## src/rtl/inj_pkg.sv

```systemverilog
package inj_pkg;

    typedef struct packed {
        logic send_old;
        logic send_new;
        logic keep_old;
        logic keep_new;
        logic drop_new;
    } route_t;

    localparam int NUM_CNT = 3;
    localparam int CNT_INJ = 0;
    localparam int CNT_REC = 1;
    localparam int CNT_DRP = 2;

endpackage

```

## src/rtl/inj_arbiter.sv

```systemverilog
module inj_arbiter
    import inj_pkg::*;
(
    input  logic   new_valid,
    input  logic   old_valid,
    input  logic   busy,
    output route_t route
);

    always_comb begin
        route = '0;
        unique case ({old_valid, new_valid})
            2'b11: begin
                route.send_old = !busy;
                route.keep_new = !busy;
                route.keep_old = busy;
                route.drop_new = busy;
            end
            2'b10: begin
                route.send_old = !busy;
                route.keep_old = busy;
            end
            2'b01: begin
                route.send_new = !busy;
                route.keep_new = busy;
            end
            default: route = '0;
        endcase
    end

endmodule

```

## src/rtl/inj_recirc_slot.sv

```systemverilog
module inj_recirc_slot #(
    parameter int W = 38
) (
    input  logic         clk,
    input  logic         rst_n,
    input  logic         load_new,
    input  logic         hold_old,
    input  logic [W-1:0] new_word,
    output logic         valid_q,
    output logic [W-1:0] word_q
);

    typedef struct packed {
        logic         valid;
        logic [W-1:0] word;
    } slot_t;

    slot_t slot_d, slot_q;

    always_comb begin
        slot_d = slot_q;
        if (load_new) begin
            slot_d.valid = 1'b1;
            slot_d.word  = new_word;
        end else if (hold_old) begin
            slot_d.valid = 1'b1;
        end else begin
            slot_d.valid = 1'b0;
        end
    end

    always_ff @(posedge clk) begin
        if (!rst_n) slot_q <= '0;
        else        slot_q <= slot_d;
    end

    assign valid_q = slot_q.valid;
    assign word_q  = slot_q.word;

    // a held word survives unchanged into the next slot
    a_r6_hold_intact: assert property (@(posedge clk) disable iff (!rst_n)
        (hold_old && !load_new) |=> (valid_q && $stable(word_q)));

endmodule

```

## src/rtl/inj_sat_counter.sv

```systemverilog
module inj_sat_counter #(
    parameter int CNT_W = 8
) (
    input  logic             clk,
    input  logic             rst_n,
    input  logic             inc,
    output logic [CNT_W-1:0] count
);

    localparam logic [CNT_W-1:0] MAXV = {CNT_W{1'b1}};

    logic [CNT_W-1:0] count_d, count_q;

    always_comb begin
        count_d = count_q;
        if (inc && count_q != MAXV) count_d = count_q + 1'b1;
    end

    always_ff @(posedge clk) begin
        if (!rst_n) count_q <= '0;
        else        count_q <= count_d;
    end

    assign count = count_q;

    // saturated counter stays put
    a_r7_no_wrap: assert property (@(posedge clk) disable iff (!rst_n)
        (count_q == MAXV) |=> (count_q == MAXV));
    // counter never goes down
    a_r7_monotonic: assert property (@(posedge clk) disable iff (!rst_n)
        1'b1 |=> (count_q >= $past(count_q)));

endmodule

```

## src/rtl/inj_ctrl_top.sv

```systemverilog
module inj_ctrl_top
    import inj_pkg::*;
#(
    parameter int TAG_W  = 6,
    parameter int DATA_W = 32,
    parameter int CNT_W  = 8
) (
    input  logic              clk,
    input  logic              rst_n,
    input  logic              src_frame,
    input  logic [TAG_W-1:0]  src_tag,
    input  logic [DATA_W-1:0] src_data,
    input  logic              fab_busy,
    output logic              inj_valid,
    output logic [TAG_W-1:0]  inj_tag,
    output logic [DATA_W-1:0] inj_data,
    output logic              drop_pulse,
    output logic [TAG_W-1:0]  drop_tag,
    output logic [CNT_W-1:0]  cnt_inj,
    output logic [CNT_W-1:0]  cnt_recirc,
    output logic [CNT_W-1:0]  cnt_drop
);

    localparam int PKT_W = TAG_W + DATA_W;

    route_t           route;
    logic             loop_valid;
    logic [PKT_W-1:0] loop_word;
    logic [PKT_W-1:0] src_word;
    logic [PKT_W-1:0] out_word;
    logic [NUM_CNT-1:0]           cnt_inc;
    logic [NUM_CNT-1:0][CNT_W-1:0] cnt_val;

    assign src_word = {src_tag, src_data};

    inj_arbiter u_arb (
        .new_valid (src_frame),
        .old_valid (loop_valid),
        .busy      (fab_busy),
        .route     (route)
    );

    inj_recirc_slot #(.W(PKT_W)) u_loop (
        .clk      (clk),
        .rst_n    (rst_n),
        .load_new (route.keep_new),
        .hold_old (route.keep_old),
        .new_word (src_word),
        .valid_q  (loop_valid),
        .word_q   (loop_word)
    );

    always_comb begin
        out_word = route.send_old ? loop_word : src_word;
    end

    assign inj_valid  = route.send_old | route.send_new;
    assign inj_tag    = inj_valid ? out_word[PKT_W-1:DATA_W] : '0;
    assign inj_data   = inj_valid ? out_word[DATA_W-1:0] : '0;
    assign drop_pulse = route.drop_new;
    assign drop_tag   = route.drop_new ? src_tag : '0;

    assign cnt_inc[CNT_INJ] = inj_valid;
    assign cnt_inc[CNT_REC] = route.keep_new | route.keep_old;
    assign cnt_inc[CNT_DRP] = route.drop_new;

    for (genvar g = 0; g < NUM_CNT; g++) begin : g_cnt
        inj_sat_counter #(.CNT_W(CNT_W)) u_cnt (
            .clk   (clk),
            .rst_n (rst_n),
            .inc   (cnt_inc[g]),
            .count (cnt_val[g])
        );
    end

    assign cnt_inj    = cnt_val[CNT_INJ];
    assign cnt_recirc = cnt_val[CNT_REC];
    assign cnt_drop   = cnt_val[CNT_DRP];

    // the fabric never receives a packet while busy
    a_r9_no_inject_busy: assert property (@(posedge clk) disable iff (!rst_n)
        fab_busy |-> !inj_valid);
    // drops only happen under two-packet contention with busy high
    a_r9_drop_cause: assert property (@(posedge clk) disable iff (!rst_n)
        drop_pulse |-> (src_frame && loop_valid && fab_busy));
    // a lone blocked packet lands in the loop unchanged
    a_r3_blocked_loops: assert property (@(posedge clk) disable iff (!rst_n)
        (src_frame && !loop_valid && fab_busy) |=>
            (loop_valid && loop_word == $past(src_word)));
    // the older packet wins when the fabric is free
    a_r4_old_first: assert property (@(posedge clk) disable iff (!rst_n)
        (src_frame && loop_valid && !fab_busy) |->
            (inj_valid && inj_tag == loop_word[PKT_W-1:DATA_W]));
    // a lone packet with a free fabric goes straight in
    a_r2_direct: assert property (@(posedge clk) disable iff (!rst_n)
        (src_frame && !loop_valid && !fab_busy) |->
            (inj_valid && inj_tag == src_tag && inj_data == src_data));
    // with nothing offered, nothing moves
    a_r8_idle: assert property (@(posedge clk) disable iff (!rst_n)
        (!src_frame && !loop_valid) |=> (!loop_valid && !$past(inj_valid)));

endmodule

```

## config.mk

```make
export PLATFORM = sky130hd
export DESIGN_NAME = inj_ctrl_top
export DESIGN_NICKNAME = d
export VERILOG_FILES = /design/src/rtl/inj_pkg.sv /design/src/rtl/inj_arbiter.sv /design/src/rtl/inj_recirc_slot.sv /design/src/rtl/inj_sat_counter.sv /design/src/rtl/inj_ctrl_top.sv
export SDC_FILE = /design/constraint.sdc
export NUM_CORES = 1
export LEC_CHECK = 0
export ABC_CLOCK_PERIOD_IN_PS = 3950
export BUFFER_PORTS_ARGS = -buffer_cell sky130_fd_sc_hd__buf_2
export CELL_PAD_IN_SITES_DETAIL_PLACEMENT = 2
export CELL_PAD_IN_SITES_GLOBAL_PLACEMENT = 2
export CORE_MARGIN = 2
export CORE_UTILIZATION = 28
export CTS_CLUSTER_DIAMETER = 100
export DETAILED_ROUTE_END_ITERATION = 8
export PLACE_DENSITY_LB_ADDON = 0.1
export SLEW_MARGIN = 0
export SYNTH_ARGS = -nofsm -noshare
export SYNTH_HDL_FRONTEND = slang
export SYNTH_SLANG_ARGS = --single-unit
```

## constraint.sdc

```tcl
create_clock -name clk -period 3.95 [get_ports clk]
set_clock_uncertainty 0.15 [all_clocks]
set_input_delay 0.395 -clock clk [delete_from_list [all_inputs] [get_ports clk]]
set_output_delay 0.395 -clock clk [all_outputs]
set_load 0.1 [all_outputs]
```

==> After elaboration in Yosys (flattened, before gate mapping) <==
Cells that the tools add are included.
W data, S select, Z words.
{ "totals": {"regBits": 63, "in_bits": 42, "out_inout_bits": 70} }
{ "classes": {"n_addsub": 3, "eq_ne": 6, "mux": 11, "bitwise_logic": 2, "reduce_logical": 5} }
{ "ops": {"columns": ["op", "n"], "rows": [
  ["$mux W38", 1],
  ["$mux W32", 1],
  ["$add A8 B1 Y8 const B", 3],
  ["$ne A8 B8 Y1 const B", 3],
  ["$mux W6", 2],
  ["$mux W1", 6],
  ["$eq A2 B2 Y1 const B", 2],
  ["$logic_and A1 B1 Y1", 3],
  ["$eq A2 B1 Y1 const B", 1],
  ["$or A1 B1 Y1", 2],
  ["$pmux W1 S2", 1],
  ["$reduce_or A2 Y1", 1],
  ["$logic_not A1 Y1", 1]
]} }

==> Longest topological paths before layout <==
Gate-level depths: netlist of run 1.
{ "depth": {"depth_word": 5, "ltp_mapped": 6} }

==> Cells and area by module <==
A second synthesis of run 1 with hierarchy kept.
{ "hier_totals": {"hier_cells": 336, "area_unflattened_um2": 3243.1} }
{ "modules_own_cells": {"columns": ["mod", "instances", "cells_per_inst", "area_each_um2", "seq_area_each_um2"], "rows": [
  ["inj_recirc_slot", 1, 125, 1480.2, 780.7],
  ["inj_sat_counter", 3, 47, 404.1, 160.2],
  ["inj_ctrl_top", 1, 64, 508.0, 0.0],
  ["inj_arbiter", 1, 6, 42.5, 0.0]
]} }

==> Worst setup path after synthesis of run 1 <==
No wires, ideal clock.
{ "synth_timing": {"kind": "input port to output port", "from": "input port fab_busy", "to": "output port inj_data[11]", "arrival_ns": 2.518, "required_ns": 3.405, "slack_ns": 0.887, "cell_stages": 5, "path_cell_list": "and2b_4 -> buf_2 -> buf_2 -> nand2_1 -> a21oi_1"} }
{ "synth_via": {"elab_chain_len": 4} }
{ "synth_rtl": {"columns": ["element", "line", "source"], "rows": [
  ["start: declaration", "inj_ctrl_top.sv:13", "input logic fab_busy,"],
  ["$logic_not A1 Y1 *", "inj_arbiter.sv:14, inj_arbiter.sv:20, inj_arbiter.sv:24", null],
  ["$mux W1 (on tied branches)", null, null],
  ["$mux W38 / $or A1 B1 Y1 (equally long branches)", "inj_ctrl_top.sv:54, inj_ctrl_top.sv:57", null],
  ["$mux W32 *", "inj_ctrl_top.sv:59", "assign inj_data = inj_valid ? out_word[DATA_W-1:0] : '0;"],
  ["end: declaration", "inj_ctrl_top.sv:16", "output logic [DATA_W-1:0] inj_data,"]
]} }
Every way passes the cells marked *; elsewhere a longest branch is shown, timed or not.

==> Worst setup path in the final report of run 1 <==
{ "layout_timing": {"from": "register u_loop.slot_q, in the netlist u_loop.valid_q", "to": "output port inj_data[22]"} }
{ "layout_via": {"elab_chain_len": 5} }
{ "layout_rtl": {"columns": ["element", "line", "source"], "rows": [
  ["start: declaration", "inj_recirc_slot.sv:18", "slot_t slot_d, slot_q;"],
  ["start signal: assignment", "inj_recirc_slot.sv:34", "else slot_q <= slot_d;"],
  ["$eq A2 B2 Y1", "inj_arbiter.sv:12", "unique case ({old_valid, new_valid})"],
  ["$reduce_or A2 Y1 (no line)", null, null],
  ["$mux W1", null, null],
  ["$mux W38 / $or A1 B1 Y1 (equally long branches)", "inj_ctrl_top.sv:54, inj_ctrl_top.sv:57", null],
  ["$mux W32 *", "inj_ctrl_top.sv:59", null]
]} }
Marked as above.

==> run metrics, run 1 <==
worst setup margin 1200 ps; peak supply drop 121 uV; Reg area 1260 um2; final setup TNS 0 ps; initial antenna violation count 0; Yosys cell types 45; gr ovfl total 0; Crit Path Category flop to output port; CP max FO 29; DR WL/cell 15.6 um; Post-Syn Instances 433; Post-Syn Nets 478; CP Capture Type output port; pre-CTS WS 1350 ps; area of the multi-input gates 1690 um2; area delta synth->final 25.4%; share of cells above drive strength 1 24.8%; Max-Cap Viols 0; Initial DRT Pass Iterations 4; die extent in x 109 um; FMAX 363 MHz; CTS-repair resized insts 0; Clock Tree Buf Depth 2; # DRC 0; # H-tree levels 3; Fillers 1339; clk sinks 63; Total GRT Usage 18.2%; placed insts 659; power density cells 394 nW/um2; Slew HR 27.9%; Final nets 575; vias post-DR 3352; CTS Hold Bufs 0; Worst EP arrival 2210 ps; initial DRC count 92; asr flop ratio synth 0%; number of synthesized register bits 63; final-report setup violation count 0; largest net degree at the start of global routing 56; Synthesis Warnings 0; Worst-Skew Late Latency 340 ps; CORE AREA 10800 um2; root buffer cell clkbuf_8; IO buf count 111; Final ANT Viol Nets 0; CTS buffer count 9; GPL Wtd Cong 0.740; number of synthesized flops with an enable pin 0; RSZ-0062 raised after global routing false; Inserted Diodes 0; die area 11900 um2; ys flop type dfxtp_1; min Tclk post-route 2750 ps; largest cells by area after synthesis dfxtp_1 41%, nand2_1 19%, a21oi_1 13%; status completed; Layout Cells excl Fill 673; CP Launch Type flop; Slew Limit Fails 0; Starting Density 28.7%; cell taking the most area after synthesis dfxtp_1; crit share post-route 69.7%; row cnt 38; most common cell in the netlist nand2_1; CTS tree built; P_leak 0.00176 uW; commonest cells in the netlist 160 x nand2_1, 78 x a21oi_1, 63 x dfxtp_1; drt total wl 10500 um; first-pass GRT wire length 16800 um; WP data required 3400 ps; Mapped Area 3090 um2; DP Wirelength 7330 um; clock slew at reported path FFs 70 ps; Die Height 109 um; worst-margin pin slew 1080 ps; vias in the first global route 3488; Setup Buffers After CTS 0; Avg Cell Area, Syn 7.14 um2; HP Class input port to flop; Design Power 1530 uW; via/cell ratio 4.98; top-area cell type share of the netlist area 40.8%; sequential fraction of the synthesis area 40.8%; final hold vios 0; I/O pin total 112
[logic make-up after synthesis]
family          Yosys count  synth area share [%]
buf+inv                  33                  5.34
flops                    63                  40.8
xor+xnor                 10                  2.83
mux                       2                 0.647
simple gates            215                  29.5
fa+ha+maj                 4                  1.54
compound gates          106                  19.4
[area by class of cell]
class                           instances  share of cell area, %
Inverter                                6                  0.581
Tap cell                              140                   4.52
Multi-Input combinational cell        337                   43.5
Clock inverter                          1                  0.129
Sequential cell                        63                   32.5
Timing Repair Buffer                  113                   14.7
Clock buffer                           13                   4.10
[cells in the final DEF (no fill, tap or decap), drive strengths merged, types with 2 or more instances in the layout]
| cell | count |
|---|---|
| a21oi | 78 |
| buf | 113 |
| and2 | 11 |
| and3 | 6 |
| mux2i | 2 |
| clkbuf | 13 |
| o21bai | 3 |
| dfxtp | 63 |
| nor3 | 5 |
| o311a | 2 |
| nand3 | 7 |
| nand4 | 4 |
| inv | 6 |
| xor2 | 9 |
| nor2 | 13 |
| ha | 3 |
| nand2 | 160 |
| a31oi | 3 |
| o211ai | 5 |
| o21ai | 7 |
| o2111ai | 2 |
[per-stage QoR]
step	util, %	cell area [um2]	hold slack, ps
6_report	35.9	3880	156
5_1_grt	35.9	3880	143
4_1_cts	35.9	3880	135
3_5_place_dp	34.4	3710	302
3_3_place_gp	34.4	3710	292
2_1_floorplan	-	3090	287
[worst max-delay path, cell delays in order (launching register included)]
cell and delay [ps]:
dfxtp_1 380, nand2b_1 340, buf_4 410, nand2_1 100, a21oi_1 160, buf_2 460
[layer usage]
metal | part of all wire [%] | track usage, % | wire length [um] | up-vias
met4 | 0.99 | 7.51 | 104 | 0
met1 | 43 | 20.8 | 4500 | 1652
met3 | 3.7 | 2.57 | 392 | 8
li1 | - | - | - | 1636
met2 | 52 | 33.6 | 5510 | 56
met5 | 0 | 0 | 0 | -
[power by group]
part / internal [uW] / switching [uW] / total, uW / leakage [uW]
registers: 660 / 15.7 / 676 / 0.000513
logic: 67.2 / 298 / 365 / 0.00117
clock network: 255 / 233 / 487 / 0.0000854
[path summary, 6_finish.rpt]
kind | slack, ps | cells past startpoint | endpoint | start
max | 1200 | 5 | inj_data[22] | u_loop.valid_q$_SDFF_PN0_
max reg2reg | 1600 | 5 | u_loop.word_q[33]$_SDFFE_PN0P_ | u_loop.valid_q$_SDFF_PN0_
min | 160 | 3 | u_loop.word_q[30]$_SDFFE_PN0P_ | src_data[30]
min reg2reg | 310 | 2 | u_loop.word_q[7]$_SDFFE_PN0P_ | u_loop.word_q[7]$_SDFFE_PN0P_
[flip-flops by register name (all words and copies together), names as in the netlist]
name and cells:
u_loop.word_q 38, u_loop.valid_q 1, g_cnt.u_cnt.count 24
(Power assumes the default switching activity.)
==> inputs of run 2 (changes only) <==
- ABC_CLOCK_PERIOD_IN_PS: 3950 -> 2800
- CORE_UTILIZATION: 28 -> 26
- clock period: 3.95 -> 2.8 ns (I/O delays scaled with it)
==> run 2 against run 1 <==
Compared with the run above:
- the run now ends with DRC left
- sequential power increased by 41%
- flip-flop and latch count is the same
- non-clock buffer count grew 7
- register-to-register slack lost 970 ps
- via count up 1.5%
- global-route usage is essentially flat
- combinational power rose by 77%
- critical path type unchanged
- worst hold slack got worse by 100 ps
==> run metrics, run 2 (synthesized netlist as in run 1, its figures left out) <==
share of cells above drive strength 1 31.5%; CORE AREA 11500 um2; slowest CP cell nand2b_1; clock slew at reported path FFs 60 ps; Inserted Diodes 0; RSZ-0062 raised after global routing false; CTS-repair resized insts 0; max incr delay on CP 430 ps; IO buf count 111; Design Power 2710 uW; DP Wirelength 7970 um; peak supply drop 341 uV; CTS Hold Bufs 0; Reg2Reg Depth 5; Starting Density 26.9%; FMAX 415 MHz; vias post-DR 3403; P_leak 0.00198 uW; CP max FO 12; die area 12800 um2; clk sinks 63; Worst Hold Depth 3; hold path startpoint src_data[10]; final hold vios 0; initial antenna violation count 0; Slew Limit Fails 0; Reg-to-Reg End u_loop.word_q[4]$_SDFFE_PN0P_; CTS tree built; Worst R2R Setup Slack 630 ps; CTS buffer count 9; final setup TNS 0 ps; final-report setup violation count 0; Reg2Reg Launch Point u_loop.valid_q$_SDFF_PN0_; Clock Tree Buf Depth 2; Worst-Skew Late Latency 320 ps; # DRC 9; vias in the first global route 3748; die extent in x 113 um; most frequent cells in the layout 160 x nand2_1, 73 x buf_2, 63 x dfxtp_1, 48 x a21oi_1, 38 x buf_12; CP Capture Type output port; Slew HR 48.8%; # H-tree levels 3; number of flip-flops in the largest register 38; CP Cell Sequence nand2b_1, buf_4, nand2_1, a21oi_1, buf_12; worst-margin pin slew 766 ps; CP Launch Type flop; power density cells 570 nW/um2; Final ANT Viol Nets 0; initial DRC count 107; Die Height 113 um; HP Class input port to flop; status finished with violations; WP data required 2370 ps; min Tclk post-route 2410 ps; WHS Endpoint u_loop.word_q[10]$_SDFFE_PN0P_; Setup Buffers After CTS 0; Max-Cap Viols 0; I/O pin total 112; GPL Wtd Cong 0.748; failing checks DRC; drt total wl 11200 um; DR WL/cell 16.4 um; gr ovfl total 0; Total GRT Usage 18.2%; root buffer cell clkbuf_16; largest net degree at the start of global routing 41; first-pass GRT wire length 18700 um; Initial DRT Pass Iterations 7; Crit Path Category flop to output port; most common cell after layout, fill and taps aside nand2_1; Worst EP arrival 1980 ps; via/cell ratio 4.97; Final nets 582; row cnt 39; area delta synth->final 53.4%; crit share post-route 86.1%
==> run 2: worst max-delay path by stage <==
stage                              startpoint                       endpoint  slack, ps  depth (start not counted)
global placement                     fab_busy  u_loop.word_q[6]$_SDFFE_PN0P_        610                          6
CTS                 u_loop.valid_q$_SDFF_PN0_                    inj_data[6]        340                          5
detailed placement                   fab_busy  u_loop.word_q[7]$_SDFFE_PN0P_        560                          6
global route        u_loop.valid_q$_SDFF_PN0_                    inj_data[0]        190                          5
finish              u_loop.valid_q$_SDFF_PN0_                     inj_tag[4]        390                          5
floorplan           u_loop.valid_q$_SDFF_PN0_                    inj_data[0]        110                          4
==> run 2: metal layers <==
layer  routed length [um]  vias up  global-route usage, %
met5                    0        -                      0
met2                 5700       73                   32.2
met4                   81        0                   4.39
met1                 4960     1668                   22.3
li1                     -     1655                      -
met3                  457        7                   4.18
==> run 2: stage by stage <==
| stage | setup slack (ps) | area (um2) | std cells | util, % | hold slack [ps] |
|---|---|---|---|---|---|
| CTS | 343 | 4750 | 685 | 41.2 | 47.3 |
| global placement | 611 | 4450 | 669 | 38.7 | 292 |
| detailed placement | 561 | 4450 | 669 | 38.7 | 302 |
| global route | 193 | 4750 | 685 | 41.2 | 51.8 |
| floorplan | 110 | 3210 | 433 | - | 266 |
| finish | 388 | 4750 | 685 | 41.2 | 53.3 |
==> run 2: area by class of cell <==
type                       count  area, um2
fill                        1312       6770
multi-input combinational    337       1800
sequential                    63       1260
timing repair buffer         120       1190
clock buffer                  12        246
tap                          143        179
clock inverter                 4       45.0
inverter                       6       22.5
==> run 2: where the power goes <==
group	internal [uW]	switching, uW
combinational	193	453
sequential	932	22.6
clock	709	398
total	1830	874
==> run 2: critical path, delay by kind of cell (launching register included) <==
kind,cells,cell delay (ps)
AOI/OAI and AO/OA,1,270
buffers and inverters,2,520
DFF,1,370
and+or+nand+nor,2,500
==> inputs of run 3 (changes only) <==
- BUFFER_PORTS_ARGS: -buffer_cell sky130_fd_sc_hd__buf_2 -> unset
- CAP_MARGIN: unset -> 20
- CORE_UTILIZATION: 26 -> 35
- CTS_BUF_LIST: unset -> sky130_fd_sc_hd__clkbuf_2
- DONT_BUFFER_PORTS: unset -> 1
==> run 3 against run 2 <==
Compared with the run above:
- worst setup slack lost 180 ps
- critical path depth shrank 1
- cell count shrank 5.5%
- critical path type unchanged
- the flow now finishes without violations
- first-iteration DRC count grew 26%
- count of clock-buffer cells in the layout shrank 2
- die area shrank 25%
- worst hold slack lost 12 ps
- non-clock buffer count shrank 2
- power shrank 19%
- register-to-register slack gained 80 ps
- sequential power grew 0.4%
- clock power shrank 43%
==> run metrics, run 3 (synthesized netlist as in run 1, its figures left out) <==
status completed; WP data required 2370 ps; Starting Density 35.8%; area delta synth->final 41.4%; Worst EP arrival 2160 ps; Inserted Diodes 0; Clock Tree Buf Depth 2; final hold vios 0; DR WL/cell 22.1 um; crit share post-route 92.6%; GPL Wtd Cong 0.720; CTS buffer count 9; vias in the first global route 4104; power density cells 502 nW/um2; drt total wl 14300 um; Slew HR 49.8%; Final nets 580; I/O pin total 112; peak supply drop 241 uV; Final ANT Viol Nets 0; CP Capture Type output port; Fillers 985; Total GRT Usage 30.3%; initial DRC count 135; CTS tree built; # H-tree levels 3; DP Wirelength 7670 um; Initial DRT Pass Iterations 6; IO buf count 0; Crit Path Category flop to output port; Setup Buffers After CTS 0; final-report setup violation count 0; number of flip-flops in the largest register 38; FMAX 386 MHz; CORE AREA 8640 um2; CP Cell Sequence and2b_4, nand2_1, a21oi_2, buf_4; placed insts 592; Worst-Skew Late Latency 500 ps; via/cell ratio 5.52; Slew Limit Fails 0; most frequent cells in the layout 160 x nand2_1, 77 x buf_4, 62 x dfxtp_1, 40 x a21oi_1, 40 x dlygate4sd3_1; P_leak 0.00180 uW; CP max FO 40; CP Launch Type flop; initial antenna violation count 0; root buffer cell clkbuf_2; largest net degree at the start of global routing 41; final setup TNS 0 ps; # DRC 0; min Tclk post-route 2590 ps; max incr delay on CP 540 ps; Layout Cells excl Fill 647; first-pass GRT wire length 23200 um; Max-Cap Viols 0; clock slew at reported path FFs 180 ps; HP Class input port to flop; RSZ-0062 raised after global routing false; Die Height 98.0 um; row cnt 34; clk sinks 63; die area 9600 um2; CP startpoint u_loop.valid_q$_SDFF_PN0_; gr ovfl total 0; share of cells above drive strength 1 25.8%; Reg2Reg Launch Point u_loop.valid_q$_SDFF_PN0_; die extent in x 98.0 um; worst-margin pin slew 752 ps; vias post-DR 3573; slowest CP cell and2b_4; hold path startpoint src_frame; most common cell after layout, fill and taps aside nand2_1
==> run 3: changes by cell type in the layout (fill, tap and decap cells not counted), sizes merged <==
cell	change
buf	-42
dlygate4sd3	+40
clkbuf	-2
bufinv	+1
==> run 3: path summary, 6_finish.rpt <==
| check | slack, ps | cells after the start | end |
|---|---|---|---|
| hold reg to reg | 320 | 2 | u_loop.word_q[2]$_SDFFE_PN0P_ |
| setup / recovery | 210 | 4 | inj_data[9] |
| setup reg to reg | 710 | 5 | u_loop.word_q[21]$_SDFFE_PN0P_ |
| hold / removal | 40 | 3 | g_cnt[2].u_cnt.count[7]$_SDFFE_PN0P_ |
==> run 3: cell type report <==
class | instances | area, um2 | area share (%)
clock buffer | 10 | 50.0 | 1.14
clock inverter | 5 | 73.8 | 1.69
inverter | 6 | 22.5 | 0.515
multi-input combinational | 337 | 1830 | 41.9
sequential | 63 | 1260 | 28.9
tap | 108 | 135 | 3.09
timing repair buffer | 118 | 998 | 22.8
==> run 3: critical path, delay by kind of cell (launching register included) <==
kind | cells | cell delay (ps)
compound gates | 1 | 170
simple gates | 2 | 730
flops | 1 | 450
buf+inv | 1 | 310
==> run 3: timing repair <==
| item | CTS | global route |
|---|---|---|
| hold buffers | 40 | 0 |
| resized for setup | 0 | 1 |
| endpoints found under the setup margin | 0 | 9 |
| hold endpoints to repair | 48 | 0 |
==> run 3: per-stage QoR <==
stage	worst slack [ps]	power [uW]	instance area, um2	utilization (%)	hold WS, ps
floorplan	110	1390	3210	-	266
global placement	778	1490	3850	44.6	256
detailed placement	695	1500	3850	44.6	266
CTS	174	2180	4370	50.6	58.0
global route	95.7	2270	4370	50.6	79.6
finish	208	2200	4370	50.6	41.5
==> run 3: where the power goes <==
group / switching [uW] / internal, uW / total (uW)
Combinational: 451 / 149 / 600
Clock: 348 / 289 / 637
Sequential: 25.8 / 933 / 959
==> run 3: layer usage <==
| layer | GRT usage [%] | up-vias | wire length [um] |
|---|---|---|---|
| met2 | 55.6 | 99 | 7450 |
| met4 | 9.40 | 0 | 325 |
| met5 | 0 | - | 0 |
| li1 | - | 1650 | - |
| met1 | 35.7 | 1795 | 5990 |
| met3 | 5.30 | 29 | 539 |
